File: config.mk
export PLATFORM = sky130hd
export DESIGN_NAME = srp_port
export DESIGN_NICKNAME = d
export VERILOG_FILES = /design/src/rtl/srp_pkg.sv /design/src/rtl/srp_cfg.sv /design/src/rtl/srp_bitclk.sv /design/src/rtl/srp_frame.sv /design/src/rtl/srp_port.sv
export SDC_FILE = /design/constraint.sdc
export NUM_CORES = 1
export LEC_CHECK = 0
export BUFFER_PORTS_ARGS = -buffer_cell sky130_fd_sc_hd__buf_2
export CAP_MARGIN = 20
export CORE_AREA = 5 5 149 151
export DETAILED_ROUTE_END_ITERATION = 10
export DIE_AREA = 0 0 154 156
export HOLD_SLACK_MARGIN = 0.15
export PLACE_DENSITY = 0.41
export SLEW_MARGIN = 20
export SYNTH_ARGS = -nofsm -noshare
export SYNTH_HDL_FRONTEND = slang
export SYNTH_SLANG_ARGS = --single-unit
File: constraint.sdc
create_clock -name clk -period 4.84 [get_ports clk]
set_clock_uncertainty 0.2 [all_clocks]
set_input_delay 0.242 -clock clk [delete_from_list [all_inputs] [get_ports clk]]
set_output_delay 0.242 -clock clk [all_outputs]
set_load 0.01 [all_outputs]
File: src/rtl/srp_pkg.sv
package srp_pkg;
  typedef enum logic [1:0] {
    ST_IDLE,
    ST_SYNC,
    ST_DATA
  } frame_st_e;

  typedef struct packed {
    logic sel_b;
    logic sel_a;
    logic en;
    logic inv;
  } port_ctrl_t;
endpackage

File: src/rtl/srp_cfg.sv
module srp_cfg
  import srp_pkg::*;
#(
  parameter int DIV_W = 8
) (
  input  logic             clk,
  input  logic             rst_n,
  input  logic             we,
  input  logic             addr,
  input  logic [7:0]       wdata,
  input  logic             running,
  output logic [DIV_W-1:0] div_q,
  output port_ctrl_t       ctrl_q
);
  // polarity may only move while the clock is fully stopped
  logic inv_open;
  assign inv_open = !running && !ctrl_q.en;

  always_ff @(posedge clk or negedge rst_n) begin
    if (!rst_n) begin
      div_q  <= '0;
      ctrl_q <= '0;
    end else if (we) begin
      if (!addr) begin
        div_q <= wdata[DIV_W-1:0];
      end else begin
        ctrl_q.sel_b <= wdata[3];
        ctrl_q.sel_a <= wdata[2];
        ctrl_q.en    <= wdata[1];
        if (inv_open) ctrl_q.inv <= wdata[0];
      end
    end
  end
endmodule

File: src/rtl/srp_bitclk.sv
module srp_bitclk #(
  parameter int DIV_W = 8
) (
  input  logic             clk,
  input  logic             rst_n,
  input  logic             run,
  input  logic [DIV_W-1:0] div,
  output logic             raw_o,
  output logic             fall_tick_o,
  output logic             bit_last_o
);
  localparam int CW = DIV_W + 1;

  logic [CW-1:0] period, hi_len, cnt;

  always_comb begin
    if (div == '0)      period = {1'b1, {DIV_W{1'b0}}};
    else if (div == 1)  period = CW'(2);
    else                period = {1'b0, div};
    hi_len = (period + CW'(1)) >> 1;
  end

  assign bit_last_o  = run && (cnt >= period - CW'(1));
  assign fall_tick_o = run && (cnt == hi_len - CW'(1));
  assign raw_o       = run && (cnt < hi_len);

  always_ff @(posedge clk or negedge rst_n) begin
    if (!rst_n)                  cnt <= '0;
    else if (!run || bit_last_o) cnt <= '0;
    else                         cnt <= cnt + CW'(1);
  end
endmodule

File: src/rtl/srp_frame.sv
module srp_frame
  import srp_pkg::*;
#(
  parameter int WORD_W = 16
) (
  input  logic              clk,
  input  logic              rst_n,
  input  logic              bit_last,
  input  logic              fall_tick,
  input  logic              start_ok,
  input  logic              sel_a,
  input  logic              sel_b,
  input  logic              sdata_i,
  output logic              fsync_o,
  output logic              cont_o,
  output logic              take_o,
  output logic [WORD_W-1:0] word_a_o,
  output logic              word_a_valid_o,
  output logic [WORD_W-1:0] word_b_o,
  output logic              word_b_valid_o
);
  localparam int CW = $clog2(2 * WORD_W + 1);
  localparam logic [CW-1:0] WL = CW'(WORD_W);

  frame_st_e         st;
  logic [CW-1:0]     bitn, nbits;
  logic              fsa, fsb;
  logic [WORD_W-1:0] sr_a, sr_b;
  logic              last_data, done, in_a;

  assign last_data = (st == ST_DATA) && (bitn == nbits - CW'(1));
  assign done      = bit_last && (last_data || (st == ST_SYNC && nbits == '0));
  assign cont_o    = (st == ST_SYNC && nbits != '0) || (st == ST_DATA && !last_data);
  assign take_o    = bit_last && start_ok && !cont_o;
  assign fsync_o   = (st == ST_SYNC);
  assign in_a      = fsa && (bitn < WL);

  always_ff @(posedge clk or negedge rst_n) begin
    if (!rst_n) begin
      st             <= ST_IDLE;
      bitn           <= '0;
      nbits          <= '0;
      fsa            <= 1'b0;
      fsb            <= 1'b0;
      sr_a           <= '0;
      sr_b           <= '0;
      word_a_o       <= '0;
      word_b_o       <= '0;
      word_a_valid_o <= 1'b0;
      word_b_valid_o <= 1'b0;
    end else begin
      word_a_valid_o <= 1'b0;
      word_b_valid_o <= 1'b0;
      if (take_o) begin
        st    <= ST_SYNC;
        fsa   <= sel_a;
        fsb   <= sel_b;
        nbits <= (sel_a ? WL : '0) + (sel_b ? WL : '0);
      end else if (bit_last) begin
        if (st == ST_SYNC && nbits != '0) begin
          st   <= ST_DATA;
          bitn <= '0;
        end else if (st == ST_DATA && !last_data) begin
          bitn <= bitn + CW'(1);
        end else begin
          st <= ST_IDLE;
        end
      end
      if (done) begin
        if (fsa) begin
          word_a_o       <= sr_a;
          word_a_valid_o <= 1'b1;
        end
        if (fsb) begin
          word_b_o       <= sr_b;
          word_b_valid_o <= 1'b1;
        end
      end
      if (fall_tick && st == ST_DATA) begin
        if (in_a) sr_a <= {sr_a[WORD_W-2:0], sdata_i};
        else      sr_b <= {sr_b[WORD_W-2:0], sdata_i};
      end
    end
  end
endmodule

File: src/rtl/srp_port.sv
module srp_port
  import srp_pkg::*;
#(
  parameter int DIV_W  = 8,
  parameter int WORD_W = 16
) (
  input  logic              clk,
  input  logic              rst_n,
  input  logic              cfg_we,
  input  logic              cfg_addr,
  input  logic [7:0]        cfg_wdata,
  input  logic              sample_req,
  input  logic              chan_en_a,
  input  logic              chan_en_b,
  output logic              bclk_o,
  output logic              fsync_o,
  input  logic              sdata_i,
  output logic [WORD_W-1:0] word_a_data,
  output logic              word_a_valid,
  output logic [WORD_W-1:0] word_b_data,
  output logic              word_b_valid
);
  logic [DIV_W-1:0] div_q;
  port_ctrl_t       ctrl_q;
  logic             run_q, pend_q;
  logic             raw, fall_tick, bit_last;
  logic             cont, take, chan_ok, start_ok;

  assign chan_ok  = chan_en_a || chan_en_b;
  assign start_ok = pend_q && ctrl_q.en && chan_ok;

  srp_cfg #(.DIV_W(DIV_W)) u_cfg (
    .clk(clk), .rst_n(rst_n), .we(cfg_we), .addr(cfg_addr),
    .wdata(cfg_wdata), .running(run_q), .div_q(div_q), .ctrl_q(ctrl_q)
  );

  srp_bitclk #(.DIV_W(DIV_W)) u_clk (
    .clk(clk), .rst_n(rst_n), .run(run_q), .div(div_q),
    .raw_o(raw), .fall_tick_o(fall_tick), .bit_last_o(bit_last)
  );

  srp_frame #(.WORD_W(WORD_W)) u_frame (
    .clk(clk), .rst_n(rst_n), .bit_last(bit_last), .fall_tick(fall_tick),
    .start_ok(start_ok), .sel_a(ctrl_q.sel_a), .sel_b(ctrl_q.sel_b),
    .sdata_i(sdata_i), .fsync_o(fsync_o), .cont_o(cont), .take_o(take),
    .word_a_o(word_a_data), .word_a_valid_o(word_a_valid),
    .word_b_o(word_b_data), .word_b_valid_o(word_b_valid)
  );

  // run starts on enable; stops only at a bit boundary outside a frame
  always_ff @(posedge clk or negedge rst_n) begin
    if (!rst_n) begin
      run_q  <= 1'b0;
      pend_q <= 1'b0;
    end else begin
      if (!run_q) run_q <= ctrl_q.en;
      else if (bit_last && !ctrl_q.en && !cont) run_q <= 1'b0;
      if (take) pend_q <= 1'b0;
      if (sample_req && ctrl_q.en && chan_ok) pend_q <= 1'b1;
    end
  end

  assign bclk_o = run_q && (raw ^ ctrl_q.inv);
endmodule

== Word level (Yosys, flattened, before mapping) ==
Index checks and enable logic that the tools add are counted.

* Register bits: 105
* Output and inout port bits: 36
* Logic and storage cells: 101
* Input port bits: 16

* $add $sub $neg: 7
* Reductions and logical operators: 43
* Magnitude comparators: 3
* Bitwise operators: 4
* Muxes and demuxes: 19
* Equality and inequality tests: 6

{| class="wikitable"
|+ Operator list
! kind !! number
|-
| logical AND 1 bit || 20
|-
| adder 9 x 1 -> 9 bit, second input constant || 2
|-
| 2-to-1 mux 9 bit || 2
|-
| AND reduction 2 bit || 7
|-
| 2-to-1 mux 6 bit || 2
|-
| 2-to-1 mux 5 bit || 2
|-
| equality test 9 bit || 1
|-
| greater-or-equal comparator 9 bit || 1
|-
| < comparator 9 x 8 -> 1 bit || 1
|-
| subtractor 8 x 1 -> 9 bit, second input constant || 1
|-
| subtractor 9 x 1 -> 9 bit, second input constant || 1
|-
| equality test 8 x 1 -> 1 bit, second input constant || 1
|-
| zero test 8 bit || 1
|-
| 2-to-1 mux 1 bit || 8
|-
| 2-to-1 mux 2 bit || 4
|-
| 2-to-1 mux 8 bit || 1
|-
| adder 6 x 1 -> 6 bit, second input constant || 1
|-
| adder 6 bit || 1
|-
| equality test 6 bit || 1
|-
| zero test 6 bit || 1
|-
| < comparator 6 x 5 -> 1 bit, second input constant || 1
|-
| AND reduction 3 bit || 2
|-
| nonzero test 2 bit || 3
|-
| nonzero test 6 bit || 1
|-
| other kinds (8) || 16
|}

== Logic depth before layout (Yosys ltp) ==
Gate-level depths: netlist (run 1).

* Depth after elaboration: 10
* Mapped depth: 15

== Modules after synthesis ==
From an unflattened synthesis (run 1), not the netlist that was laid out.

* Cells, all modules: 430
* Area, all modules: 5365.1 sq um

{| class="wikitable"
|+ Modules (own cells, without submodules)
! module !! area an instance (sq um) !! cells each !! instances
|-
| srp_frame || 3221.8 || 207 || 1
|-
| srp_bitclk || 1532.7 || 183 || 1
|-
| srp_cfg || 506.7 || 28 || 1
|-
| srp_port || 103.8 || 12 || 1
|}

== Worst setup path before layout (run 1) ==
No wires, ideal clock.

* Kind: reg2reg
* From: register u_cfg.div_q[3]
* To: register u_frame.word_a_o[10]
* Setup slack: 1.032 ns
* Library setup time: 0.125 ns
* Period minus slack after synthesis: 3.808 ns
* Arrival time: 3.483 ns
* Data required time: 4.515 ns
* Cell stages (with the launch flop): 15
* Path through: dfrtp_1 or4_4 nor3_4 nand2_1 a22oi_1 nand2b_1 nor3_1 xnor2_1 ha_1 and3_1 a221o_1 o21ai_1 nor2_1 clkbuf_1 mux2_2

* Longest elaborated chain between the ends: 8
* Elaborated cells between the ends (all ways): 9
* Those cells by class: add/sub: 1; order compare: 1; eq/ne: 1; mux: 2; reduce/logical: 4

{| class="wikitable"
|+ RTL lines
! what !! line !! source
|-
| from (decl) || srp_cfg.sv:12 || <nowiki>output logic [DIV_W-1:0] div_q,</nowiki>
|-
| from (signal assigned) || srp_cfg.sv:25 || <nowiki>div_q <= wdata[DIV_W-1:0];</nowiki>
|-
| equality test 8 x 1 -> 1 bit || srp_bitclk.sv:18 || <nowiki>else if (div == 1) period = CW'(2);</nowiki>
|-
| 2-to-1 mux 8 bit || srp_bitclk.sv:18 ||
|-
| 2-to-1 mux 9 bit (*) || srp_bitclk.sv:17 || <nowiki>if (div == '0) period = {1'b1, {DIV_W{1'b0}}};</nowiki>
|-
| subtractor 9 x 1 -> 9 bit (*) || srp_bitclk.sv:23 || <nowiki>assign bit_last_o = run && (cnt >= period - CW'(1));</nowiki>
|-
| greater-or-equal comparator 9 bit (*) || srp_bitclk.sv:23 ||
|-
| logical AND 1 bit (*) || srp_bitclk.sv:23 ||
|-
| logical AND 1 bit (*) || srp_frame.sv:32 || <nowiki>assign done = bit_last && (last_data || (st == ST_SYNC && nbits == '0));</nowiki>
|-
| AND reduction 2 bit (no line) (*) || -- ||
|-
| to (signal assigned) || srp_frame.sv:71 || <nowiki>word_a_o <= sr_a;</nowiki>
|-
| to (decl) || srp_frame.sv:17 || <nowiki>output logic [WORD_W-1:0] word_a_o,</nowiki>
|}

Every way passes the cells marked *; elsewhere a longest branch is shown, timed or not.
A chain may end at the register's enable or synchronous reset.

== Worst setup path in the final report (run 1) ==
* From: register u_cfg.div_q[3]
* To: register pend_q

* Longest elaborated chain between the ends: 9
* Elaborated cells between the ends (all ways): 10
* Those cells by class: add/sub: 1; order compare: 1; eq/ne: 1; mux: 2; reduce/logical: 5

{| class="wikitable"
|+ RTL lines
! what !! line !! source
|-
| equality test 8 x 1 -> 1 bit || srp_bitclk.sv:18 ||
|-
| 2-to-1 mux 8 bit || srp_bitclk.sv:18 ||
|-
| 2-to-1 mux 9 bit (*) || srp_bitclk.sv:17 ||
|-
| subtractor 9 x 1 -> 9 bit (*) || srp_bitclk.sv:23 ||
|-
| greater-or-equal comparator 9 bit (*) || srp_bitclk.sv:23 ||
|-
| logical AND 1 bit (*) || srp_bitclk.sv:23 ||
|-
| logical AND 1 bit (*) (2 in series) || srp_frame.sv:34 || <nowiki>assign take_o = bit_last && start_ok && !cont_o;</nowiki>
|-
| nonzero test 2 bit (no line) (*) || -- ||
|-
| to (signal assigned) || srp_port.sv:54 || <nowiki>pend_q <= 1'b0;</nowiki>
|-
| to (signal assigned) || srp_port.sv:58 || <nowiki>if (take) pend_q <= 1'b0;</nowiki>
|-
| to (signal assigned) || srp_port.sv:59 || <nowiki>if (sample_req && ctrl_q.en && chan_ok) pend_q <= 1'b1;</nowiki>
|-
| to (decl) || srp_port.sv:25 || <nowiki>logic run_q, pend_q;</nowiki>
|}

Marked as above.

==> flow_summary.json, run 1 <==
{
  "finalMaxSlewViolations": 0,
  "synth-async-reset-ratio": 1.000,
  "die_area_um2": 24020,
  "synth-main-ff-cell": "dfrtp_1",
  "avgSynthCellArea_um2": 12.07,
  "nNetsFinal": 533,
  "status": "completed",
  "slew_headroom": 0.4428,
  "synth_fa_ha_area_frac": 0.06369,
  "root_buffer": "clkbuf_16",
  "grt_use_total": 0.09249,
  "final_hold_viol_count": 0,
  "yosys-mux-area-fraction": 0.1877,
  "vias": 3376,
  "synth-seq-area-share": 0.4949,
  "antenna_found_initial": 0,
  "crit_fanout": 14,
  "area_delta_synth_final_pct": 20.19,
  "rsz0062_at_grt": "false",
  "max_clock_freq_mhz": 218.5,
  "synth_cells": 423,
  "dieWidth_um": 154,
  "synth_fp_nets": 465,
  "synth_xor_area_frac": 0.05977,
  "p_per_area_nw_per_um2": 389.4,
  "core_area_um2": 20690,
  "synthSimpleGateAreaFrac": 0.1041,
  "syn-cell-area_um2": 5107,
  "place_area_um2": 5652,
  "ant_nets": 0,
  "fin_ws_ps": 262.5,
  "r2r_slack_ps": 260,
  "portBuffers": 51,
  "synth.area.top_cells": "dfrtp_1 (49%), mux2_2 (15%), ha_1 (6.4%)",
  "cts_tree": "done",
  "preCtsSetupSlack_ps": 531.9,
  "top_level_ports": 52,
  "fin_crit_sh": 0.9458,
  "cts.clk_slew.worst_paths_ps": 80,
  "insertion_delay_ps": 350,
  "required_ps": 4930,
  "drive_gt1_frac": 0.3206,
  "ys_warn_count": 0,
  "critPathCaptureType": "register",
  "gp_congestion": 0.7255,
  "cts-htree-levels": 3,
  "grt_max_degree": 61,
  "post_drt_wl_per_cell_um": 13.96,
  "maxCapViolations": 0,
  "die_y_um": 156,
  "setup_viol": 0,
  "tightest_slew_ps": 835.9,
  "hold_path.class": "input port to register",
  "max_stage_delay_ps": 620,
  "path_cells": "or4_4 -> nor3_4 -> nand2_1 -> a22oi_1 -> nand2b_1 -> nor3_1 -> xnor2_1 -> ha_1 -> and3_1 -> a221o_1 -> o21ai_1 -> or3_1 -> a22o_1 -> dlygate4sd3_1",
  "criticalPathCategory": "register to register",
  "yosysTopAreaCell": "dfrtp_1",
  "drcViolationCount": 0,
  "start_util": 0.2469,
  "arrival_ps": 4660,
  "synthTopCellsByCount": "dfrtp_1 (101), mux2_2 (70), nand2_1 (28), nor2_1 (27), ha_1 (26)",
  "grt_overflow_total": 0,
  "yosysMostFrequentCell": "dfrtp_1",
  "period_needed_ps": 4577,
  "p_total_mw": 2.390,
  "fin_area_um2": 6138,
  "worstSetupStartpointType": "register",
  "post-route-util": 0.2967,
  "grt_pass1_vias": 3328,
  "synth-edff-count": 0,
  "dp_hpwl_um": 7751,
  "cts.sinks": 101,
  "diodes": 0,
  "synth_top_family_by_area": "multiplexers",
  "leakage_nw": 2.921,
  "irDropWorstVdd_mv": 0.2446,
  "fill_cells": 2154,
  "rows": 53,
  "synth_top_area_share": 0.4949,
  "yosysUniqueCellTypes": 50,
  "firstDrtPassIters": 4,
  "grt_pass1_wl_um": 17970,
  "drtIter0Drc": 137,
  "synth-compound-area-share": 0.06467,
  "synth-seq-cells": 101,
  "clk_path_buf_depth": 2,
  "fin_setup_tns_ps": 0,
  "slowest_stage": "or4_4",
  "drt-total-wl_um": 10760,
  "cts_buffers": 9,
  "drt-vias-per-instance": 4.379
}
final timing paths:
| check | from | to | cells past startpoint |
|---|---|---|---|
| min reg2reg | u_frame.word_a_o[13] | u_frame.word_a_o[13] | 1 |
| max | u_cfg.div_q[3] | pend_q | 14 |
| min in group asynchronous | rst_n | u_frame.word_a_o[5] | 2 |
| max in group asynchronous | rst_n | u_cfg.div_q[6] | 3 |
| min | cfg_we | u_cfg.ctrl_q[0] | 4 |
| max reg2reg | u_cfg.div_q[3] | pend_q | 14 |
report_power, final:
group          internal [mW]  switching (mW)
combinational          0.290           0.306
clock                  0.373           0.370
sequential             0.920           0.131
total                   1.58           0.807
kinds of logic after synthesis:
family | count (synthesis)
AOI/OAI and AO/OA | 50
xor gates and xnor gates | 34
adders and majority gates | 26
buffers and inverters | 26
DFF | 101
muxes | 82
and+or+nand+nor | 104
layer usage:
| metal | up-vias | track usage | wire length (um) |
|---|---|---|---|
| li1 | 1640 | - | - |
| met1 | 1658 | 0.1323 | 5399 |
| met2 | 68 | 0.1383 | 4717 |
| met3 | 10 | 0.02386 | 527 |
| met4 | 0 | 0.02649 | 117 |
| met5 | - | 0 | 0 |
stage by stage:
stage               instances  hold slack [ps]
floorplan                 423           -253.6
global placement          737            51.16
detailed placement        737            56.20
CTS                       771            153.4
global route              771            170.9
finish                    771            155.8
timing repair:
action / CTS / global route
hold buffers: 18 / 0
buffers inserted: 0 / 0
gates resized for setup: 0 / 0
endpoints found under the hold margin: 56 / 0
flip-flops by register name, indices dropped and copies added, names as in the netlist, 2 cells and up:
| name | flops |
|---|---|
| u_cfg.ctrl_q | 4 |
| u_frame.sr_a | 16 |
| u_frame.word_a_o | 16 |
| u_frame.bitn | 6 |
| u_clk.cnt | 9 |
| u_cfg.div_q | 8 |
| u_frame.sr_b | 16 |
| u_frame.word_b_o | 16 |
| u_frame.st | 2 |
| u_frame.nbits | 2 |
area by class of cell:
type / count / area [um^2] / area share
Inverter: 9 / 33.78 / 0.005503
Multi-Input combinational cell: 296 / 2451 / 0.3993
Clock inverter: 7 / 81.33 / 0.01325
Timing Repair Buffer: 74 / 475.5 / 0.07746
Tap cell: 275 / 344.1 / 0.05605
Clock buffer: 9 / 225.2 / 0.03669
Sequential cell: 101 / 2527 / 0.4117
cells in the final DEF (no fill, tap or decap), types with 3 or more instances in the layout:
cell / instances
dfrtp_1: 101
mux2_2: 70
buf_2: 50
nand2_1: 28
nor2_1: 27
ha_1: 26
xnor2_1: 24
dlygate4sd3_1: 18
o21ai_0: 14
nor3_1: 10
nand3_1: 10
mux2_4: 10
inv_1: 9
xor2_1: 9
clkbuf_16: 9
a21oi_1: 7
nor2b_1: 6
buf_4: 6
nand2b_1: 5
o21a_1: 5
a31oi_1: 4
a21o_1: 3
or3_1: 3
critical path, delay by kind of cell (launching register included):
family | cells | cell delay (ps)
and+or+nand+nor | 7 | 1660
AOI/OAI and AO/OA | 4 | 1080
DFF | 1 | 560
buffers and inverters | 1 | 540
adders and majority gates | 1 | 300
xor gates and xnor gates | 1 | 150
Power figures use the tool's default switching activity.
==> run 2, diff against run 1 <==
CORE_AREA = 5 5 153 155   (was 5 5 149 151)
DIE_AREA = 0 0 158 160   (was 0 0 154 156)
SYNTH_HIERARCHICAL = 1   (was not set)
==> run 2 against run 1 <==
  * Synthesized area increased by 5.0%
  * Largest cell class is now multi-input gates
  * Wire length increased by 9.6%
  * Fmax is 1.1% higher
  * First-iteration DRC count decreased by 15%
  * Via count grew 4.9%
  * Synthesized cell count up 1.7%
==> flow_summary.json, run 2 <==
{
  "synth_top_area_share": 0.4711,
  "ys_warn_count": 6,
  "drive_gt1_frac": 0.3468,
  "drtIter0Drc": 117,
  "leakage_nw": 3.160,
  "avgSynthCellArea_um2": 12.48,
  "final_hold_viol_count": 0,
  "grt_max_degree": 64,
  "start_util": 0.2474,
  "vias": 3540,
  "die_y_um": 160,
  "required_ps": 4930,
  "crit_fanout": 9,
  "area_delta_synth_final_pct": 21.81,
  "grt_use_total": 0.09734,
  "drt-vias-per-instance": 4.431,
  "cts.sinks": 101,
  "cts_buffers": 9,
  "setup_viol": 0,
  "synth_fp_nets": 471,
  "grt_overflow_total": 0,
  "dp_hpwl_um": 8503,
  "synthTopCellsByCount": "dfrtp_1 (101), mux2_2 (55), mux2_4 (26), ha_1 (25), xnor2_1 (22)",
  "met2_usage": 0.1567,
  "rows": 54,
  "cts-htree-levels": 3,
  "synth-edff-count": 0,
  "die_area_um2": 25280,
  "slew_headroom": 0.4660,
  "post_drt_wl_per_cell_um": 14.76,
  "nNetsFinal": 555,
  "drcViolationCount": 0,
  "max_clock_freq_mhz": 220.8,
  "synth-seq-cells": 101,
  "gp_congestion": 0.7729,
  "p_per_area_nw_per_um2": 371.3,
  "yosysMostFrequentCell": "dfrtp_1",
  "status": "completed",
  "gr-max-usage-layer": "met2",
  "drt-total-wl_um": 11800,
  "antenna_found_initial": 0,
  "grt_pass1_vias": 3844,
  "mostFrequentLayoutCells": "dfrtp_1 (101), mux2_2 (55), buf_2 (50)",
  "clk_path_buf_depth": 2,
  "gr-usage-met3": 0.02300,
  "firstDrtPassIters": 4,
  "finalMaxSlewViolations": 0,
  "arrival_ps": 4610,
  "ant_nets": 0,
  "cts_tree": "done",
  "cts.clk_slew.worst_paths_ps": 80,
  "insertion_delay_ps": 350,
  "synth.area.top_cells": "dfrtp_1 (47%), mux2_2 (12%), mux2_4 (7.3%)",
  "critPathCaptureType": "register",
  "hold_path.class": "input port to async pin",
  "worstSetupStartpointType": "register",
  "synth_cells": 430,
  "p_total_mw": 2.427,
  "syn-cell-area_um2": 5365,
  "whs_ps": 302.7,
  "fin_ws_ps": 311.6,
  "synth-seq-area-share": 0.4711,
  "core_area_um2": 21690,
  "use_met1": 0.1255,
  "dieWidth_um": 158,
  "synth-main-ff-cell": "dfrtp_1",
  "fin_crit_sh": 0.9356,
  "preCtsSetupSlack_ps": 488.1,
  "grt_pass1_wl_um": 20000,
  "criticalPathCategory": "register to register",
  "portBuffers": 51,
  "post-route-util": 0.3013,
  "irDropWorstVdd_mv": 0.2032,
  "diodes": 0,
  "yosysUniqueCellTypes": 61,
  "synth-async-reset-ratio": 1.000,
  "top_level_ports": 52,
  "yosysTopAreaCell": "dfrtp_1",
  "maxCapViolations": 0,
  "period_needed_ps": 4528,
  "tightest_slew_ps": 801.1,
  "root_buffer": "clkbuf_16",
  "mostFrequentLayoutCell": "dfrtp_1"
}
[run 2: changes by cell type after synthesis, moves of 6 or more]
cell,before,now
nor3_1,10,3
mux2_2,70,55
inv_1,9,19
nand2_1,28,19
mux2_4,10,26
nor2_1,27,14
and2_1,0,6
o21ai_0,14,8
a211oi_1,2,10
[run 2: logic make-up after synthesis]
kind of cell | after synthesis | synth area share
adders and majority gates | 25 | 0.05830
and+or+nand+nor | 98 | 0.1068
DFF | 101 | 0.4711
xor gates and xnor gates | 31 | 0.05457
buffers and inverters | 33 | 0.03148
AOI/OAI and AO/OA | 57 | 0.08209
muxes | 85 | 0.1957
[run 2: worst max-delay path: stages (launching register included)]
cell and delay (ps):
dfrtp_1 470, inv_1 120, ha_1 210, a211o_1 270, a2111oi_1 400, buf_4 190
nand2_1 60, xnor2_1 150, ha_1 200, a2111oi_1 430, nor2b_1 180, o21ai_1 80
and3_1 240, inv_2 160, nor2_1 100, and3_2 290, o22ai_1 150, dlygate4sd3_1 560
[run 2: routing by layer]
metal / vias to the layer above / part of all wire
met1: 1765 / 0.46
met4: 0 / 0.026
met5: - / 0
li1: 1717 / -
met3: 16 / 0.034
met2: 42 / 0.48
[run 2: path summary, 6_finish.rpt]
| path | slack (ps) | start | endpoint | cells after the start |
|---|---|---|---|---|
| worst max-delay path | 310 | u_cfg/div_q[1] | pend_q | 17 |
| worst max register to register | 310 | u_cfg/div_q[1] | pend_q | 17 |
| worst min-delay path | 300 | rst_n | u_frame/word_a_o[6] | 2 |
| worst min register to register | 310 | u_frame/word_b_o[2] | u_frame/word_b_o[2] | 1 |
| min in group clk | 300 | chan_en_a | u_frame/st[0] | 5 |
| max in group asynchronous | 3110 | rst_n | u_frame/word_b_o[8] | 3 |
[run 2: what timing repair did]
| action | CTS | global route |
|---|---|---|
| setup endpoints to repair | 0 | 1 |
| hold buffers | 21 | 0 |
| gates resized for setup | 0 | 4 |
| hold endpoints to repair | 77 | 0 |
| buffers inserted | 0 | 0 |
[run 2: power by group]
part	leakage [nW]	internal (mW)	switching, mW	total (mW)
registers	1.35	0.910	0.104	1.01
logic	1.67	0.337	0.347	0.683
clock network	0.146	0.369	0.360	0.729
[run 2: cell type report]
type,count,area [um^2]
Inverter,19,71.32
Multi-Input combinational cell,296,2678
Clock buffer,9,225.2
Timing Repair Buffer,87,605.6
Clock inverter,7,77.57
Fill cell,2181,15150
Sequential cell,101,2527
Tap cell,280,350.3
[run 2: per-stage QoR]
stage	std cells	setup TNS, ps	cell area (um^2)
floorplan	430	0	5365
global placement	762	0	6013
detailed placement	762	0	6013
CTS	799	0	6526
global route	799	-34.15	6535
finish	799	0	6535
==> run 3, diff against run 2 <==
CORE_AREA = 5 5 102 104   (was 5 5 153 155)
DIE_AREA = 0 0 107 109   (was 0 0 158 160)
PLACE_DENSITY = 0.79   (was 0.41)
==> run 3 against run 2 <==
  * Flip-flop and latch count unchanged
  * Global-route usage increased by 9.6 points
  * Fmax increased by 2.2%
  * Via count increased by 1.2%
  * Register-to-register slack improved by 96 ps
  * Critical path type unchanged
  * Critical endpoint is now u_frame/word_a_o[11]
  * Largest cell class unchanged
==> flow_summary.json, run 3 (synthesis results as in run 2) <==
{
  "mostFrequentLayoutCells": "dfrtp_1 (100), mux2_2 (55), buf_2 (50)",
  "irDropWorstVdd_mv": 0.2446,
  "maxCapViolations": 0,
  "rsz0062_at_grt": "false",
  "wirelength_met1_um": 4600,
  "preCtsSetupSlack_ps": 358.8,
  "rows": 36,
  "criticalPathCategory": "register to register",
  "gp_congestion": 0.9254,
  "cts-htree-levels": 3,
  "cts.clk_slew.worst_paths_ps": 120,
  "leakage_nw": 3.104,
  "r2r_slack_ps": 410,
  "wl_met3_um": 496,
  "post_cts_buffers": 0,
  "setup_viol": 0,
  "cts.sinks": 101,
  "core_area_um2": 9459,
  "tightest_slew_ps": 741.7,
  "final_hold_viol_count": 0,
  "highest_layer": "met4",
  "r2r_end": "u_frame/word_a_o[11]",
  "grt_pass1_vias": 3710,
  "max_clock_freq_mhz": 225.6,
  "die_y_um": 109,
  "root_buffer": "clkbuf_8",
  "drt-vias-per-instance": 5.678,
  "period_needed_ps": 4432,
  "die_area_um2": 11660,
  "critPathCaptureType": "register",
  "wl_met2_um": 5169,
  "drtIter0Drc": 228,
  "required_ps": 4900,
  "firstDrtPassIters": 4,
  "start_util": 0.5672,
  "crit_fanout": 17,
  "mostFrequentLayoutCell": "dfrtp_1",
  "p_per_area_nw_per_um2": 358.8,
  "slew_headroom": 0.5055,
  "portBuffers": 51,
  "hold_path.class": "input port to async pin",
  "fill_cells": 720,
  "arrival_ps": 4490,
  "dieWidth_um": 107,
  "drt-total-wl_um": 10500,
  "fin_crit_sh": 0.9158,
  "vias": 3583,
  "ant_nets": 0,
  "worstRegToRegCells": 16,
  "fin_setup_tns_ps": 0,
  "drive_gt1_frac": 0.3404,
  "top_level_ports": 52,
  "finalMaxSlewViolations": 0,
  "antenna_found_initial": 0,
  "fin_ws_ps": 407.7,
  "grt_pass1_wl_um": 17890,
  "status": "completed",
  "clk_path_buf_depth": 2,
  "area_delta_synth_final_pct": 15.72,
  "nNetsFinal": 553,
  "grt_use_total": 0.1936,
  "reg2reg_from": "u_cfg/div_q[7]",
  "insertion_delay_ps": 380,
  "cts_buffers": 9,
  "drcViolationCount": 0,
  "grt_overflow_total": 0,
  "grt_max_degree": 64,
  "dp_hpwl_um": 7366,
  "cts_tree": "done",
  "worstSetupStartpointType": "register",
  "diodes": 0,
  "post_drt_wl_per_cell_um": 16.64
}
[run 3: worst max-delay path by stage]
stage	startpoint	to
2_1_floorplan	u_cfg/div_q[2]	u_frame/word_a_o[0]
6_report	u_cfg/div_q[7]	u_frame/word_a_o[11]
5_1_grt	u_cfg/div_q[7]	u_frame/word_a_o[11]
3_5_place_dp	u_cfg/div_q[2]	u_frame/word_b_o[0]
3_3_place_gp	u_cfg/div_q[2]	u_frame/word_b_o[5]
4_1_cts	u_cfg/div_q[2]	u_frame/word_a_o[11]
[run 3: routing by layer]
layer,GRT usage,vias to the layer above
met2,0.3089,88
met3,0.05092,22
li1,-,1708
met4,0.07215,0
met1,0.2562,1765
met5,0,-
[run 3: what timing repair did]
action	4_1_cts	5_1_grt
hold endpoints to repair	53	0
endpoints found under the setup margin	0	31
hold buffers	22	0
gates resized for setup	0	2
[run 3: layout make-up]
type	count	area, um^2	area share
Inverter	19	71.32	0.01149
Tap cell	114	142.6	0.02297
Clock buffer	9	123.9	0.01995
Multi-Input combinational cell	296	2670	0.4301
Sequential cell	101	2529	0.4073
Timing Repair Buffer	85	593.1	0.09553
Clock inverter	7	78.83	0.01270
[run 3: power by group]
part	internal (mW)	switching [mW]
Clock	0.204	0.330
Combinational	0.333	0.342
Sequential	0.910	0.108
Total	1.45	0.780
[run 3: critical path: stages, from the launching register on]
cell and delay (ps):
dfrtp_1 460, nor4_1 360, and2_1 240, nand2_1 130, a2111oi_0 400, buf_4 190
nand2_1 60, xnor2_1 140, ha_1 200, a2111oi_1 460, nor2b_1 180, o21ai_1 80
and3_1 230, and3_1 250, o21ai_4 190, buf_12 190, mux2_2 350
[run 3: through the flow]
stage               power, mW  hold slack, ps  utilization  cells  area [um^2]
CTS                     2.239           159.8       0.6561    631         6206
detailed placement      1.677           50.42       0.6114    593         5783
finish                  2.228           160.6       0.6563    631         6208
global placement        1.647           35.02       0.6114    593         5783
global route            2.376           202.0       0.6563    631         6208
floorplan               1.492          -253.6            -    430         5365
